File: src/rtl/race_ops.sv
`timescale 1ns/1ps
module race_ops #(
  parameter int N_IN    = 3,
  parameter int DELAY_K = 3
) (
  input  logic            clk,
  input  logic            rst,
  input  logic [N_IN-1:0] max_in,
  input  logic [N_IN-1:0] min_in,
  input  logic            dly_in,
  input  logic            inh_i,
  input  logic            inh_j,
  output logic            max_out,
  output logic            min_out,
  output logic            dly_out,
  output logic            inh_out
);

  logic max_hold, min_hold, inh_pass, inh_blk;

  assign max_out = (&max_in) | max_hold;
  assign min_out = (|min_in) | min_hold;
  assign inh_out = inh_pass | (inh_j & ~inh_blk);

  always_ff @(posedge clk) begin
    if (rst) begin
      max_hold <= 1'b0;
      min_hold <= 1'b0;
      inh_pass <= 1'b0;
      inh_blk  <= 1'b0;
    end else begin
      max_hold <= max_out;
      min_hold <= min_out;
      inh_pass <= inh_out;
      inh_blk  <= inh_blk | (inh_i & ~inh_out);
    end
  end

  generate
    if (DELAY_K == 0) begin : g_wire
      logic hold;
      assign dly_out = dly_in | hold;
      always_ff @(posedge clk) begin
        if (rst) hold <= 1'b0;
        else     hold <= dly_out;
      end
    end else begin : g_line
      logic [DELAY_K-1:0] line;
      assign dly_out = line[DELAY_K-1];
      always_ff @(posedge clk) begin
        if (rst) begin
          line <= '0;
        end else begin
          line[0] <= line[0] | dly_in;
          for (int s = 1; s < DELAY_K; s++) line[s] <= line[s-1];
        end
      end

      p_dly_cleared_r8: assert property (@(posedge clk) rst |=> !dly_out)
        else $error("delay line not cleared by reset");
      p_dly_sticky_r7: assert property (@(posedge clk) disable iff (rst)
        dly_out |=> dly_out)
        else $error("delayed edge dropped");
      p_dly_cause_r3: assert property (@(posedge clk) disable iff (rst)
        dly_out |-> line[0])
        else $error("delayed edge without an input edge");
    end
  endgenerate

  p_max_all_r1: assert property (@(posedge clk) disable iff (rst)
    $rose(max_out) |-> (&max_in))
    else $error("max rose before all inputs arrived");
  p_min_any_r2: assert property (@(posedge clk) disable iff (rst)
    $rose(min_out) |-> (|min_in))
    else $error("min rose with no input");
  p_inh_block_r4: assert property (@(posedge clk) disable iff (rst)
    (inh_blk && !inh_pass) |-> !inh_out)
    else $error("blocked data edge leaked");
  p_inh_cleared_r8: assert property (@(posedge clk) rst |=> (!inh_blk && !inh_pass))
    else $error("suppression state not cleared by reset");
  p_out_sticky_r7: assert property (@(posedge clk) disable iff (rst)
    (max_out && min_out && inh_out) |=> (max_out && min_out && inh_out))
    else $error("latched output dropped");

endmodule

File: config.mk
export PLATFORM = sky130hd
export DESIGN_NAME = race_ops
export DESIGN_NICKNAME = d
export VERILOG_FILES = /design/src/rtl/race_ops.sv
export SDC_FILE = /design/constraint.sdc
export NUM_CORES = 1
export LEC_CHECK = 0
export BUFFER_PORTS_ARGS = -buffer_cell sky130_fd_sc_hd__buf_2
export CORE_AREA = 2 2 39 41
export CTS_CLUSTER_SIZE = 24
export DETAILED_ROUTE_END_ITERATION = 10
export DIE_AREA = 0 0 41 43
export PLACE_DENSITY_LB_ADDON = 0.2
export SYNTH_ARGS = -nofsm -noshare
export SYNTH_HDL_FRONTEND = slang
export SYNTH_SLANG_ARGS = --single-unit
File: constraint.sdc
create_clock -name clk -period 3.2 [get_ports clk]
set_clock_uncertainty 0.15 [all_clocks]
set_input_delay 0.32 -clock clk [delete_from_list [all_inputs] [get_ports clk]]
set_output_delay 0.32 -clock clk [all_outputs]
set_load 0.02 [all_outputs]
==> results_dict.tcl, run 1 <==
set metrics [dict create \
    design.die.area_mm2 0.00176 \
    p_per_area_mw_per_mm2 563 \
    placedCellCount 52 \
    place_congestion 0.505 \
    worst_setup_path_end_kind "primary output" \
    post_cts_buffers 0 \
    overflow 0 \
    wirelength_um 493 \
    dp_slack_ns 1.61 \
    cts_resized 0 \
    synth_warnings 0 \
    status "completed" \
    final_util 0.255 \
    start_util 0.171 \
    cp-start-kind "flop" \
    num_rows 14 \
    num_antenna_cells 0 \
    clock_path_buffers 2 \
    whs_endpoint "g_line.line[0]" \
    crit_type "reg -> out" \
    die_w_um 41 \
    r2r-end "min_hold" \
    grt_max_degree 8 \
    synthCells 22 \
    yosysSeqAreaShare 0.593 \
    synth_nets 33 \
    cts_num_sinks 7 \
    nNetsFinal 52 \
    period_needed_ns 1.61 \
    maxCapViolations 0 \
    die_h_um 43 \
    worstPathRequired_ns 2.73 \
    drc 0 \
    port_buffers 14 \
    r2r-start "min_hold" \
    cts_tree "done" \
    place_area_um2 327 \
    grt_pass1_wl_um 876 \
    peakVddDrop_v 0.000201 \
    dpl.hpwl_um 395 \
    drive_gt1_frac 0.525 \
    htree_levels 1 \
    grt_usage 0.0815 \
    holdWs_ns 0.127 \
    p_leak_nw 0.174 \
    finalHoldViolCount 0 \
    avgRoutedWirePerCell_um 8.80 \
    via_count 207 \
    min-delay-path-class "in -> reg" \
    grt_pass1_vias 232 \
    syn-cell-area_um2 236 \
    finalNonFillerCells 56 \
    rsz0062_at_grt "false" \
    whs_path_depth 3 \
    tns_ns 0 \
    drt_first_pass_iters 2 \
    area.growth.synth_to_final_pct 49.2 \
    setup_viol 0 \
    critPathArrivalTime_ns 1.14 \
    postSynthAreaPerCell_um2 10.7 \
    relSlewSlack 0.897 \
    drt-initial-drc-count 2 \
    antenna_found_initial 0 \
    ff2ff_path_depth 2 \
    worst-path-max-fanout 2 \
    min-delay-start "dly_in" \
    power_mw 0.199 \
    coreArea_mm2 0.00138 \
    postRouteAntennaNets 0 \
    clk-insertion-delay-late_ns 0.25 \
    fmax_ghz 0.622 \
    synth-seq-cells 7 \
    ios 15 \
    postCtsHoldBufs 0 \
    fill_cells 157 \
    drv_slew 0 \
    cts-root-buf "clkbuf_4" \
    routed_via_density 3.70 \
    fin_ws_ns 1.59 \
    worst_pin_slew_ns 0.155 \
    cts_buffers 3 \
    ys_types 11 \
    finalCritPeriodShare 0.502 \
    final_area_um2 353 \
    clk_pin_slew_ns 0.06 \
    regToRegSetupSlack_ns 2.10 \
]
==> kinds of logic after synthesis <==
logic type | share of synthesized area
AOI/OAI and AO/OA | 0.0794
buffers and inverters | 0.0318
DFF | 0.593
and+or+nand+nor | 0.296
==> worst max path at each step <==
stage          startpoint      end  depth (start not counted)  slack (ns)
5_1_grt          min_hold  min_out                          2        1.55
4_1_cts          min_hold  min_out                          2        1.58
6_report         min_hold  min_out                          2        1.59
3_5_place_dp    min_in[1]  min_out                          3        1.61
3_3_place_gp    min_in[1]  min_out                          3        1.63
2_1_floorplan   min_in[1]  min_out                          1        1.84
==> per-layer routing <==
metal	track usage	wire length [µm]
met3	0.0314	55
met1	0.0680	172
met4	0.100	8
met2	0.122	256
met5	0	0
==> cells in the mapped netlist <==
| master | number | share of area |
|---|---|---|
| dfxtp_1 | 7 | 0.59 |
| nor2b_1 | 3 | 0.079 |
| a21oi_1 | 2 | 0.042 |
| inv_1 | 2 | 0.032 |
| nor2_1 | 2 | 0.032 |
| a31o_2 | 1 | 0.037 |
| nand2_1 | 1 | 0.016 |
| nand2b_1 | 1 | 0.026 |
| nor2b_4 | 1 | 0.058 |
| or3b_2 | 1 | 0.037 |
| or4_4 | 1 | 0.048 |
==> worst max-delay path, stage by stage, from the launching register on <==
cell and delay, ns:
dfxtp_1 0.30, or4_4 0.41, buf_2 0.17
==> power by group <==
part,internal [mW],switching [mW],total [mW]
Sequential,0.0927,0.00178,0.0944
Clock,0.0476,0.0333,0.0809
Combinational,0.0121,0.0112,0.0233
Total,0.152,0.0463,0.199
==> flip-flops by register name (all words and copies together), names as in the netlist <==
| name | count |
|---|---|
| max_hold | 1 |
| inh_pass | 1 |
| g_line.line | 3 |
| min_hold | 1 |
| inh_blk | 1 |
==> cell type report <==
| cell class | instances | area [µm²] | share of cell area |
|---|---|---|---|
| flip-flops and latches | 7 | 140 | 0.397 |
| multi-input cells | 13 | 88.8 | 0.252 |
| repair buffers | 14 | 70.1 | 0.199 |
| clock buffers | 4 | 26.3 | 0.0745 |
| well taps | 16 | 20.0 | 0.0567 |
| inverters | 2 | 7.51 | 0.0213 |
==> layout by cell type (no fill, tap or decap) <==
cell type,n
buf_2,14
dfxtp_1,7
nor2b_1,3
clkbuf_4,3
inv_1,2
nor2_1,2
a21oi_1,2
a31o_2,1
nand2b_1,1
nand2_1,1
or4_4,1
nor2b_4,1
or3b_2,1
clkbuf_1,1
Power figures use the tool's default switching activity.
==> inputs of run 2 (changes only) <==
==> constraint.sdc (replaced) <==
create_clock -name clk -period 1.5 [get_ports clk]
set_clock_uncertainty 0.15 [all_clocks]
set_input_delay 0.15 -clock clk [delete_from_list [all_inputs] [get_ports clk]]
set_output_delay 0.15 -clock clk [all_outputs]
set_load 0.02 [all_outputs]
==> run 2 against run 1 <==
Net effect: power up 110%; design area up 2.8%; sequential share of layout area down 1.1 points; register-to-register slack worse by 1.7 ns; clock-buffer cell count unchanged; first-iteration DRC count down 50%; die area unchanged; sequential power up 110%; worst hold slack worse by 0.11 ns; critical endpoint unchanged; largest power group unchanged; highest routed layer unchanged.
==> results_dict.tcl, run 2 (same netlist as run 1, synthesis figures left out) <==
set metrics [dict create \
    start_util 0.171 \
    area.growth.synth_to_final_pct 53.4 \
    met2_length_um 256 \
    period_needed_ns 1.44 \
    ios 15 \
    overflow 0 \
    largest_register_ffs 3 \
    final_area_um2 363 \
    cts_buffers 3 \
    regArea_um2 140 \
    worst-path-max-fanout 2 \
    antenna_found_initial 0 \
    finalCritPeriodShare 0.958 \
    worst_pin_slew_ns 0.155 \
    htree_levels 1 \
    highest_layer "met4" \
    worstPathRequired_ns 1.20 \
    clk_pin_slew_ns 0.06 \
    clk-insertion-delay-late_ns 0.25 \
    relSlewSlack 0.897 \
    cts-root-buf "clkbuf_4" \
    crit_type "reg -> out" \
    grt_pass1_wl_um 876 \
    min-delay-path-class "in -> reg" \
    port_buffers 14 \
    num_antenna_cells 0 \
    num_rows 14 \
    drt_first_pass_iters 2 \
    drv_slew 0 \
    die_w_um 41 \
    cp-start-kind "flop" \
    drc 0 \
    status "completed" \
    drive_gt1_frac 0.512 \
    finalHoldViolCount 0 \
    design.die.area_mm2 0.00176 \
    maxCapViolations 0 \
    p_per_area_mw_per_mm2 1170 \
    nNetsFinal 53 \
    postRouteAntennaNets 0 \
    wl_met1_um 179 \
    fmax_ghz 0.696 \
    wirelength_um 499 \
    regMostFlops "g_line.line" \
    peakVddDrop_v 0.000428 \
    met3_wirelength_um 54 \
    coreArea_mm2 0.00138 \
    grt_pass1_vias 232 \
    cts_tree "done" \
    die_h_um 43 \
    place_area_um2 327 \
    avgRoutedWirePerCell_um 8.75 \
    worst_setup_path_end_kind "primary output" \
    place_congestion 0.505 \
    tns_ns 0 \
    mostFrequentLayoutCell "buf_2" \
    multi_input_comb_area_um2 88.8 \
    drt-initial-drc-count 1 \
    grt_max_degree 8 \
    clock_path_buffers 2 \
    routed_via_density 3.67 \
    via_count 209 \
    final_cell_mix "14 x buf_2, 7 x dfxtp_1, 3 x nor2b_1, 3 x clkbuf_4" \
    critPathArrivalTime_ns 1.14 \
    rsz0062_at_grt "false" \
    cts_num_sinks 7 \
    setup_viol 0 \
    dpl.hpwl_um 395 \
    p_leak_nw 0.178 \
    grt_usage 0.0815 \
    fill_cells 156 \
]
==> run 2: cell types whose count changed in the layout (fill, tap and decap cells not counted), sizes merged <==
cell         previous run  this run
dlygate4sd3             0         1
==> run 2: what timing repair did <==
action,in CTS,in global routing
endpoints found under the setup margin,0,0
hold buffers,1,0
endpoints found under the hold margin,1,0
setup buffers,0,0
gates resized for setup,0,0
==> run 2: final timing paths <==
path | from | to | slack (ns) | cells after the start
worst max-delay path | min_hold | min_out | 0.06 | 2
worst min-delay path | rst | min_hold | 0.01 | 2
worst max register to register | min_hold | min_hold | 0.40 | 2
worst min register to register | g_line.line[1] | g_line.line[2] | 0.29 | 1
==> run 2: metrics by stage <==
stage / power, mW / hold WS, ns / util / instances / worst slack [ns]
CTS: 0.434 / 0.0157 / 0.262 / 57 / 0.0461
floorplan: 0.232 / 0.0643 / - / 22 / 0.358
finish: 0.426 / 0.0129 / 0.262 / 57 / 0.0635
global placement: 0.254 / 0.210 / 0.236 / 52 / 0.266
global route: 0.453 / 0.0265 / 0.262 / 57 / 0.0237
detailed placement: 0.256 / 0.215 / 0.236 / 52 / 0.249
==> run 2: metal layers <==
layer  GRT usage  up-vias
li1            -      109
met1      0.0680       89
met2       0.122        9
met3      0.0314        2
met4       0.100        0
met5           0        -
==> run 2: critical path, stage by stage, from the launching register on <==
cell and delay [ns]:
dfxtp_1 0.30, or4_4 0.41, buf_2 0.17
==> run 2: area by class of cell <==
type | count | area share
flip-flops and latches | 7 | 0.386
multi-input cells | 13 | 0.245
repair buffers | 15 | 0.221
clock buffers | 4 | 0.0724
well taps | 16 | 0.0552
inverters | 2 | 0.0207
==> run 2: power by group <==
group | internal (mW) | switching (mW) | total [mW]
registers | 0.198 | 0.00380 | 0.201
logic | 0.0274 | 0.0243 | 0.0517
clock network | 0.102 | 0.0710 | 0.173
==> inputs of run 3 (changes only) <==
--- a/config.mk
+++ b/config.mk
@@ -6,6 +6,8 @@
 export NUM_CORES = 1
 export LEC_CHECK = 0
 export BUFFER_PORTS_ARGS = -buffer_cell sky130_fd_sc_hd__buf_2
+export CELL_PAD_IN_SITES_DETAIL_PLACEMENT = 1
+export CELL_PAD_IN_SITES_GLOBAL_PLACEMENT = 1
 export CORE_AREA = 2 2 39 41
 export CTS_CLUSTER_SIZE = 24
 export DETAILED_ROUTE_END_ITERATION = 10
==> run 3 against run 2 <==
Net effect: worst setup slack gained 0.018 ns; clock power shrank 3%; die area unchanged; critical path depth unchanged; register-to-register slack about the same; sequential power barely moved; core utilization stayed put; wire length rose by 5.4%; combinational power is 2% higher; first-iteration DRC count grew to 3.0 times the previous value; critical endpoint unchanged; largest power group unchanged.
==> results_dict.tcl, run 3 (same netlist as run 1, synthesis figures left out) <==
set metrics [dict create \
    status "completed" \
    num_rows 14 \
    drive_gt1_frac 0.512 \
    drv_slew 0 \
    worst-path-max-fanout 2 \
    p_leak_nw 0.178 \
    coreArea_mm2 0.00138 \
    place_area_um2 327 \
    ios 15 \
    overflow 0 \
    nNetsFinal 53 \
    cts_buffers 3 \
    holdWs_ns 0.0287 \
    die_h_um 43 \
    finalHoldViolCount 0 \
    grt_usage 0.0783 \
    cts_tree "done" \
    fin_ws_ns 0.0812 \
    final_util 0.262 \
    cp-start-kind "flop" \
    multi_input_comb_area_um2 88.8 \
    final_area_um2 363 \
    p_per_area_mw_per_mm2 1160 \
    port_buffers 14 \
    largest_register_ffs 3 \
    clock_path_buffers 2 \
    antenna_found_initial 0 \
    worst_pin_slew_ns 0.166 \
    period_needed_ns 1.42 \
    avgRoutedWirePerCell_um 9.23 \
    min-delay-path-class "in -> reg" \
    final_cell_mix "14 x buf_2, 7 x dfxtp_1, 3 x nor2b_1, 3 x clkbuf_4" \
    grt_pass1_wl_um 855 \
    tns_ns 0 \
    die_w_um 41 \
    regArea_um2 140 \
    drt_first_pass_iters 2 \
    routed_via_density 3.63 \
    mostFrequentLayoutCell "buf_2" \
    cts_resized 0 \
    place_congestion 0.501 \
    peakVddDrop_v 0.000430 \
    postRouteAntennaNets 0 \
    via_count 207 \
    start_util 0.171 \
    clk-insertion-delay-late_ns 0.24 \
    regMostFlops "g_line.line" \
    fill_cells 180 \
    design.die.area_mm2 0.00176 \
    finalCritPeriodShare 0.946 \
    drc 0 \
    clk_pin_slew_ns 0.05 \
    worstPathRequired_ns 1.20 \
    htree_levels 1 \
    crit_type "reg -> out" \
    cts_num_sinks 7 \
    num_antenna_cells 0 \
    critPathArrivalTime_ns 1.12 \
    dpl.hpwl_um 449 \
    dp_slack_ns 0.246 \
    area.growth.synth_to_final_pct 53.4 \
    cts-root-buf "clkbuf_4" \
    grt_max_degree 8 \
    rsz0062_at_grt "false" \
    relSlewSlack 0.890 \
    wirelength_um 526 \
    setup_viol 0 \
    maxCapViolations 0 \
    grt_pass1_vias 231 \
    fmax_ghz 0.705 \
    worst_setup_path_end_kind "primary output" \
    drt-initial-drc-count 3 \
]
## run 3: cell counts in the layout (fill, tap and decap cells not counted)
Identical to the previous run, type by type.
## run 3: final cells by class
class / count / area share
repair buffers: 15 / 0.221
well taps: 16 / 0.0552
inverters: 2 / 0.0207
flip-flops and latches: 7 / 0.386
clock buffers: 4 / 0.0724
multi-input cells: 13 / 0.245
## run 3: power by group
group	internal, mW	switching (mW)	total, mW	leakage (nW)
clock network	0.101	0.0661	0.167	0.0150
registers	0.198	0.00363	0.201	0.0581
logic	0.0274	0.0250	0.0525	0.105
total	0.326	0.0947	0.421	0.178
## run 3: through the flow
step                      power [mW]  instances
after floorplan                0.232         22
after global placement         0.254         52
after detailed placement       0.257         52
after CTS                      0.431         57
after global routing           0.451         57
final                          0.421         57
## run 3: what timing repair did
item | 4_1_cts | 5_1_grt
endpoints found under the hold margin | 1 | 0
hold buffers | 1 | 0
setup buffers | 0 | 0
endpoints found under the setup margin | 0 | 0
## run 3: critical path, stage by stage, from the launching register on
cell     delay, ns
dfxtp_1       0.29
or4_4         0.41
buf_2         0.17
## run 3: path summary, 6_finish.rpt
kind,startpoint,endpoint,slack (ns),depth (start not counted)
max,min_hold,min_out,0.08,2
max reg2reg,inh_pass,inh_blk,0.40,2
min reg2reg,g_line.line[1],g_line.line[2],0.29,1
min,rst,min_hold,0.03,2
## run 3: metal layers
metal  routed length [µm]  global-route usage  part of all wire  vias up
li1                     -                   -                 -      108
met5                    0                   0                 0        -
met3                   54              0.0628              0.10        0
met2                  295               0.134              0.56        9
met1                  177              0.0547              0.34       90
met4                    0              0.0400                 0        0
